**src/rtl/edo_pkg.sv**
```systemverilog
// Shared type for the edo_dq_ctrl block: one sample of the four strobe pins.
package edo_pkg;

    // Active-low strobe levels as seen at one clock edge.
    typedef struct packed {
        logic ras_n;
        logic cas_n;
        logic oe_n;
        logic we_n;
    } strobes_t;

    // Idle (all deasserted) strobe sample used at reset.
    localparam strobes_t STROBES_IDLE = '{ras_n: 1'b1, cas_n: 1'b1, oe_n: 1'b1, we_n: 1'b1};

endpackage

```
**src/rtl/edo_pin_sampler.sv**
```systemverilog
// Registers the strobe levels once per clock so that the other units can
// compare the new sample with the one taken at the previous edge.
// Assumes the pins are already synchronous to clk.
module edo_pin_sampler
    import edo_pkg::*;
(
    input  logic     clk,
    input  logic     rst_n,
    input  strobes_t pins_i,
    output strobes_t last_o
);

    // Hold the previous sample; idle levels out of reset.
    always_ff @(posedge clk) begin
        if (!rst_n) last_o <= STROBES_IDLE;
        else        last_o <= pins_i;
    end

endmodule

```
**src/rtl/edo_hiz_arbiter.sv**
```systemverilog
// Tracks whether read data is valid and whether a sticky high-impedance
// condition has been armed during column-strobe-high time.
//
// Armed by:
//   - output enable high before the column rise and held TCHO_CYC samples;
//   - an output-enable pulse of TOEP_CYC samples;
//   - write enable low.
// All of these are cleared at the next column fall.
// Assumes TCHO_CYC and TOEP_CYC are at least 1.
module edo_hiz_arbiter
    import edo_pkg::*;
#(
    parameter int TCHO_CYC = 2,
    parameter int TOEP_CYC = 3
) (
    input  logic     clk,
    input  logic     rst_n,
    input  strobes_t now_i,
    input  logic     was_cas_n,
    input  logic     was_oe_n,
    output logic     rd_valid_o,
    output logic     kill_o
);

    localparam int CMAX = (TCHO_CYC > TOEP_CYC) ? TCHO_CYC : TOEP_CYC;
    localparam int CW   = $clog2(CMAX + 1);
    localparam logic [CW-1:0] RUN_MAX  = CW'(CMAX);
    localparam logic [CW-1:0] RUN_TCHO = CW'(TCHO_CYC);
    localparam logic [CW-1:0] RUN_TOEP = CW'(TOEP_CYC);

    logic [CW-1:0] run_q, run_d;
    logic          from_rise_q, from_rise_d;
    logic          kill_q, kill_d;
    logic          valid_q, valid_d;
    logic          cas_fall, cas_rise;

    // Column strobe edges between the previous and the current sample.
    always_comb begin
        cas_fall = was_cas_n & ~now_i.cas_n;
        cas_rise = ~was_cas_n & now_i.cas_n;
    end

    // Next-state rules for the output-enable run, sticky kill and read validity.
    always_comb begin
        run_d       = run_q;
        from_rise_d = from_rise_q;
        kill_d      = kill_q;
        valid_d     = valid_q;
        if (cas_fall) begin
            run_d       = '0;
            from_rise_d = 1'b0;
            kill_d      = 1'b0;
            valid_d     = ~now_i.ras_n & now_i.we_n;
        end else if (now_i.cas_n) begin
            if (cas_rise) begin
                from_rise_d = now_i.oe_n & was_oe_n;
                run_d       = now_i.oe_n ? CW'(1) : '0;
            end else if (now_i.oe_n) begin
                run_d = (run_q == RUN_MAX) ? run_q : run_q + CW'(1);
            end else begin
                run_d       = '0;
                from_rise_d = 1'b0;
            end
            if (now_i.oe_n && ((from_rise_d && run_d >= RUN_TCHO) ||
                               (!from_rise_d && run_d >= RUN_TOEP)))
                kill_d = 1'b1;
            if (!now_i.we_n)
                kill_d = 1'b1;
        end else if (!now_i.we_n) begin
            valid_d = 1'b0;
        end
    end

    // State registers, cleared by reset.
    always_ff @(posedge clk) begin
        if (!rst_n) begin
            run_q       <= '0;
            from_rise_q <= 1'b0;
            kill_q      <= 1'b0;
            valid_q     <= 1'b0;
        end else begin
            run_q       <= run_d;
            from_rise_q <= from_rise_d;
            kill_q      <= kill_d;
            valid_q     <= valid_d;
        end
    end

    assign rd_valid_o = valid_q;
    assign kill_o     = kill_q;

endmodule

```
**src/rtl/edo_write_latch.sv**
```systemverilog
// Produces a one-cycle write strobe when row strobe, column strobe and write
// enable first become low together, and captures the pin data at that sample.
// This marks the later of the column and write falls.
// Assumes the write data is valid in the same sample as that event.
module edo_write_latch #(
    parameter int DW = 4
) (
    input  logic          clk,
    input  logic          rst_n,
    input  logic          ras_n,
    input  logic          cas_n,
    input  logic          we_n,
    input  logic          was_ras_n,
    input  logic          was_cas_n,
    input  logic          was_we_n,
    input  logic [DW-1:0] dq_in,
    output logic          wr_stb_o,
    output logic [DW-1:0] wr_data_o
);

    logic go_now, go_was;

    // Write condition in the current and the previous sample.
    always_comb begin
        go_now = ~ras_n & ~cas_n & ~we_n;
        go_was = ~was_ras_n & ~was_cas_n & ~was_we_n;
    end

    // Pulse and capture on the first sample of the write condition.
    always_ff @(posedge clk) begin
        if (!rst_n) begin
            wr_stb_o  <= 1'b0;
            wr_data_o <= '0;
        end else begin
            wr_stb_o <= go_now & ~go_was;
            if (go_now && !go_was) wr_data_o <= dq_in;
        end
    end

endmodule

```
**src/rtl/edo_read_hold.sv**
```systemverilog
// Holds the read value for the data pins. It follows the array data while the
// column strobe is low and freezes while it is high, which keeps data valid
// past the column rise. Assumes rd_data is valid whenever the column strobe is low.
module edo_read_hold #(
    parameter int DW = 4
) (
    input  logic          clk,
    input  logic          rst_n,
    input  logic          cas_n,
    input  logic [DW-1:0] rd_data,
    output logic [DW-1:0] dq_out_o
);

    // One register per data bit, loaded while the column strobe is low.
    for (genvar b = 0; b < DW; b++) begin : g_bit
        always_ff @(posedge clk) begin
            if (!rst_n)      dq_out_o[b] <= 1'b0;
            else if (!cas_n) dq_out_o[b] <= rd_data[b];
        end
    end

endmodule

```
**src/rtl/edo_dq_ctrl.sv**
```systemverilog
// Top of the extended-data-out output-drive controller.
// Samples the strobes, combines read validity, sticky disables and the live
// output-enable and write-enable levels into one pin drive enable, and
// exposes the write capture.
// Assumes all strobe inputs are synchronous to clk.
module edo_dq_ctrl
    import edo_pkg::*;
#(
    parameter int DW       = 4,
    parameter int TCHO_CYC = 2,
    parameter int TOEP_CYC = 3
) (
    input  logic          clk,
    input  logic          rst_n,
    input  logic          ras_n,
    input  logic          cas_n,
    input  logic          oe_n,
    input  logic          we_n,
    input  logic [DW-1:0] rd_data,
    input  logic [DW-1:0] dq_in,
    output logic          dq_oe,
    output logic [DW-1:0] dq_out,
    output logic          wr_stb,
    output logic [DW-1:0] wr_data
);

    strobes_t pins, last;
    logic     rd_valid, kill;

    // Bundle the pins into one sample.
    always_comb begin
        pins.ras_n = ras_n;
        pins.cas_n = cas_n;
        pins.oe_n  = oe_n;
        pins.we_n  = we_n;
    end

    edo_pin_sampler u_sampler (
        .clk    (clk),
        .rst_n  (rst_n),
        .pins_i (pins),
        .last_o (last)
    );

    edo_hiz_arbiter #(
        .TCHO_CYC (TCHO_CYC),
        .TOEP_CYC (TOEP_CYC)
    ) u_arbiter (
        .clk        (clk),
        .rst_n      (rst_n),
        .now_i      (pins),
        .was_cas_n  (last.cas_n),
        .was_oe_n   (last.oe_n),
        .rd_valid_o (rd_valid),
        .kill_o     (kill)
    );

    edo_write_latch #(.DW(DW)) u_wlatch (
        .clk       (clk),
        .rst_n     (rst_n),
        .ras_n     (ras_n),
        .cas_n     (cas_n),
        .we_n      (we_n),
        .was_ras_n (last.ras_n),
        .was_cas_n (last.cas_n),
        .was_we_n  (last.we_n),
        .dq_in     (dq_in),
        .wr_stb_o  (wr_stb),
        .wr_data_o (wr_data)
    );

    edo_read_hold #(.DW(DW)) u_rhold (
        .clk      (clk),
        .rst_n    (rst_n),
        .cas_n    (cas_n),
        .rd_data  (rd_data),
        .dq_out_o (dq_out)
    );

    // Drive only valid, unkilled read data with OE low, W high, and no column access under a high row strobe.
    always_comb begin
        dq_oe = rd_valid & ~kill & last.we_n & ~last.oe_n & (last.cas_n | ~last.ras_n);
    end

endmodule

```
**config.mk**
```make
export PLATFORM = sky130hd
export DESIGN_NAME = edo_dq_ctrl
export DESIGN_NICKNAME = d
export VERILOG_FILES = /design/src/rtl/edo_pkg.sv /design/src/rtl/edo_pin_sampler.sv /design/src/rtl/edo_hiz_arbiter.sv /design/src/rtl/edo_write_latch.sv /design/src/rtl/edo_read_hold.sv /design/src/rtl/edo_dq_ctrl.sv
export SDC_FILE = /design/constraint.sdc
export NUM_CORES = 1
export LEC_CHECK = 0
export ABC_AREA = 1
export CAP_MARGIN = 15
export CELL_PAD_IN_SITES_DETAIL_PLACEMENT = 1
export CELL_PAD_IN_SITES_GLOBAL_PLACEMENT = 2
export CORE_MARGIN = 2
export CORE_UTILIZATION = 23
export CTS_BUF_LIST = sky130_fd_sc_hd__clkbuf_8
export DETAILED_ROUTE_END_ITERATION = 16
export PLACE_DENSITY = 0.82
export SYNTH_ARGS = -nofsm -noshare
export SYNTH_HDL_FRONTEND = slang
export SYNTH_SLANG_ARGS = --single-unit
```
**constraint.sdc**
```tcl
create_clock -name clk -period 1 [get_ports clk]
set_input_delay 0.2 -clock clk [delete_from_list [all_inputs] [get_ports clk]]
set_output_delay 0.2 -clock clk [all_outputs]
set_load 0.01 [all_outputs]
```
## Word level (Yosys, flattened, before mapping)

Cells that the tools add are included.

- Multiplexer cells: 15
- $add $sub $neg: 1
- Eq/ne operators: 4
- Reductions and logical operators: 10
- Bitwise logic cells: 24
- Magnitude comparators: 2

Operator list:

| kind | count |
|---|---|
| AND 1 bit | 13 |
| 2-to-1 mux 1 bit | 10 |
| 2-to-1 mux 2 bit | 5 |
| inverter 1 bit | 10 |
| != test 2 x 1 -> 1 bit, second input constant | 3 |
| greater-or-equal comparator 2 bit, second input constant | 2 |
| logical AND 1 bit | 4 |
| AND reduction 2 bit | 2 |
| adder 2 x 1 -> 2 bit, second input constant | 1 |
| equality test 2 bit, second input constant | 1 |
| zero test 1 bit | 2 |
| OR reduction 2 bit | 1 |
| logical OR 1 bit | 1 |
| bitwise OR 1 bit | 1 |

- Logic and storage cells: 70
- Bits in registers: 18
- Output and inout bits: 10
- Input bits: 14

## Logic depth before layout (Yosys ltp)

- Word-level depth: 12
- Gate-level depth with buffers: 8

## Cells and area by module

Synthesis repeated with hierarchy kept, for this count alone.

- Cell total of the unflattened synthesis: 115
- Area, all modules: 795.8 sq um

By module, submodules not included:

| module | area an instance (sq um) | cells each | times used |
|---|---|---|---|
| edo_hiz_arbiter | 260.2 | 39 | 1 |
| edo_write_latch | 234.0 | 33 | 1 |
| edo_read_hold | 166.4 | 25 | 1 |
| edo_pin_sampler | 110.1 | 12 | 1 |
| edo_dq_ctrl | 25.0 | 6 | 1 |

## Least setup slack after synthesis

No wires, ideal clock.

- Kind: flip-flop to output port
- Start: register u_sampler.last_o[2] in the netlist's numbering
- End: output dq_oe
- Setup slack: 0.000 ns
- Cell stages (with the launch flop): 3
- Data arrival time: 0.800 ns
- Required time: 0.800 ns
- Path through: dfxtp_1 -> nor2_1 -> nor4_1

- Word-level cells in the longest chain between the ends: 2

Ends and longest elaborated chain:

| element | line | RTL |
|---|---|---|
| from (decl) | edo_pin_sampler.sv:10 | `output strobes_t last_o` |
| from (signal assigned) | edo_pin_sampler.sv:16 | `else last_o <= pins_i;` |
| bitwise OR 1 bit | edo_dq_ctrl.sv:82 | `dq_oe = rd_valid & ~kill & last.we_n & ~last.oe_n & (last.cas_n \| ~last.ras_n);` |
| AND 1 bit | edo_dq_ctrl.sv:82 |  |
| to (decl) | edo_dq_ctrl.sv:21 | `output logic dq_oe,` |

No other way between the ends.

## Worst setup path in the final report

- Start: register u_arbiter.kill_q, in the netlist u_arbiter.kill_o
- End: output dq_oe

- Word-level cells in the longest chain between the ends: 5

Ends and longest elaborated chain:

| element | line | RTL |
|---|---|---|
| from (decl) | edo_hiz_arbiter.sv:33 | `logic kill_q, kill_d;` |
| from (signal assigned) | edo_hiz_arbiter.sv:84 | `kill_q <= kill_d;` |
| inverter 1 bit | edo_dq_ctrl.sv:82 |  |
| AND 1 bit (4 in series) | edo_dq_ctrl.sv:82 |  |

No other way between the ends.

==> run_results.csv <==
group,metric,value,unit
cts,clk_path_buf_depth,2,
route,drt-pass1-iter-count,3,
finish,final_nets,153,
sta,timing.fmax,822,MHz
synth,syn_nets,106,
synth,synth_top_area_frac,0.498,
cts,cts_tree,"built",
worst_setup_path,critPathKind,"reg2out",
synth,ys_warn_count,0,
outcome,violations,"negative setup slack",
hold_path,holdCritPathClass,"in2reg",
sta,finalCriticalPeriod,1.22,ns
worst_setup_path,worst_ep_arrival_time,1.02,ns
route,via_count,777,
synth,yosysSeqAreaShare,0.498,
worst_setup_path,end_kind,"primary output",
finish,stdcell_count,182,
cts,root_buffer,"clkbuf_8",
worst_setup_path,worstPathRequired,0.80,ns
sta,setup_violations,6,
global_route,antenna_found_initial,0,
run,cap_viol_max_count,0,
global_route,grt_pass1_wl,3.53,mm
sta,relSlewSlack,0.815,
cts,ctsHoldBuffers,0,
route,drt_iter0_drc,32,
route,wirelength,2.15,mm
route,ant_nets,0,
die,rows,20,
sta,holdWs,0.240,ns
sta,timing.final.crit_share,1.22,
route,route.detailed.wl_per_inst,11.8,µm
cts,clkTransAtPathRegs,0.07,ns
synth,yosys.area.top_type,"dfxtp_1",
die,dieHeight,60.1,µm
die,ios,24,
die,initial_core_util,0.239,
global_route,grt_pass1_vias,844,
place,dp_hpwl,1.56,mm
synth,synth_area,723,µm²
sta,rsz0062_at_grt,"true",
route,drcViolationCount,0,
place,dp.cells,175,
synth,synth_cell_type_count,18,
power_and_ir_drop,powerDensity,1330,nW/µm²
sta,setup_ws,-0.216,ns
synth,synth_edf_count,0,
synth,synth_cells,92,
finish,layout_common_cells,"18 x buf_4, 13 x nor2_1, 11 x clkdlybuf4s50_1, 10 x dfxtp_2",
global_route,grt_usage,0.137,
sta,slew_violations,0,
power_and_ir_drop,p_leak,0.000569,µW
synth,synth_area_leaders,"dfxtp_1 50%, nand2_1 8.3%, nor2_1 6.7%, a21oi_1 6.2%, nand3_1 5.5%",
die,fp.dieW,60.1,µm
die,fp.coreArea,3030,µm²
global_route,grt-ovfl-total,0,
synth,synth_flop_cell,"dfxtp_1",
cts,cts_buffers,3,
place,gp_congestion,0.699,
sta,setup_tns,-0.405,ns
sta,hold_viol,0,
power_and_ir_drop,peakVddDrop,0.445,mV
cts,htreeDepth,1,
worst_setup_path,cp_max_fo,2,
cts,cts.sinks,18,
place,port_buffers,23,
die,dieArea,3610,µm²
finish,syn_to_final_growth,73.5,%
sta,worst_slew_pin_slew,0.276,ns
synth,async_flop_share,0,
synth,synth_seq_cells,18,
finish,layout-drive-gt1-share,0.514,
sta,finalClockSkew,0.00224,ns
synth,synth_area_per_cell,7.86,µm²
outcome,run_status,"complete, but fails checks",
global_route,grt_max_degree,11,
worst_setup_path,critPathLaunchType,"flop",
finish,layout_commonest_cell,"buf_4",
route,viasPerCell,4.27,
cts,clock_latency,0.26,ns
finish,insertedDiodeCount,0,
-- power by group --
group | internal (µW) | leakage (µW) | total, µW | switching [µW]
clock network | 351 | 0.0000288 | 612 | 261
registers | 754 | 0.000151 | 773 | 18.6
logic | 152 | 0.000390 | 285 | 133
total | 1260 | 0.000569 | 1670 | 414
-- routing by layer --
metal,share of wire,GRT usage
met5,0,0
met4,0.019,0.0667
met3,0.061,0.0346
met2,0.52,0.252
met1,0.40,0.142
-- flip-flops by register name, indices dropped and copies added (netlist names) --
| signal | flops |
|---|---|
| u_wlatch.wr_stb_o | 1 |
| u_rhold.dq_out_o | 4 |
| u_arbiter.run_q | 2 |
| u_sampler.last_o | 4 |
| u_wlatch.wr_data_o | 4 |
| u_arbiter.kill_o | 1 |
| u_arbiter.from_rise_q | 1 |
| u_arbiter.rd_valid_o | 1 |
-- final cells by class --
| class | instances | area, µm² |
|---|---|---|
| fill | 379 | 1770 |
| sequential | 18 | 373 |
| multi-input combinational | 61 | 368 |
| timing repair buffer | 45 | 362 |
| clock buffer | 4 | 55.1 |
| tap | 44 | 55.1 |
| inverter | 10 | 42.5 |
-- critical path, cell delays in order (launching register included) --
cell,delay [ns]
dfxtp_1,0.33
nor4_2,0.26
buf_2,0.17
-- synth_stat cells, types with 2 or more instances --
cell type	instances
o21ai_0	5
a21oi_1	9
dfxtp_1	18
nand3_1	8
buf_6	2
nand2_2	3
nor2_1	13
inv_2	3
nand2_1	16
inv_1	7
-- cells by family after synthesis --
family / Yosys count / share of synthesized area
AO/OA/AOI/OAI: 16 / 0.116
buffers and inverters: 13 / 0.0900
flip-flops: 18 / 0.498
AND/OR/NAND/NOR: 45 / 0.296
-- timing repair --
| action | CTS | global route |
|---|---|---|
| gates cloned | 0 | 0 |
| buffers inserted | 2 | 1 |
| pin swaps | 7 | 8 |
| setup endpoints to repair | 20 | 15 |
| gates resized for setup | 63 | 13 |
-- per-stage QoR --
stage | total power (µW) | instance area (µm²) | utilization | setup slack, ns
floorplan | 886 | 729 | - | 0.0823
detailed placement | 1040 | 1130 | 0.373 | -0.429
global placement | 1040 | 1130 | 0.373 | -0.382
CTS | 1670 | 1210 | 0.399 | -0.235
global route | 1760 | 1250 | 0.414 | -0.266
finish | 1670 | 1250 | 0.414 | -0.216
-- final timing paths --
path	from	end	cells past startpoint	slack [ns]
setup / recovery	u_arbiter.kill_o$_SDFFE_PP0P_	dq_oe	2	-0.22
hold / removal	rst_n	u_sampler.last_o[2]$_SDFF_PN1_	2	0.24
setup reg to reg	u_sampler.last_o[2]$_SDFF_PN1_	u_wlatch.wr_data_o[3]$_SDFFE_PN0P_	6	-0.05
hold reg to reg	u_wlatch.wr_data_o[3]$_SDFFE_PN0P_	u_wlatch.wr_data_o[3]$_SDFFE_PN0P_	2	0.47
Power figures use the tool's default switching activity.
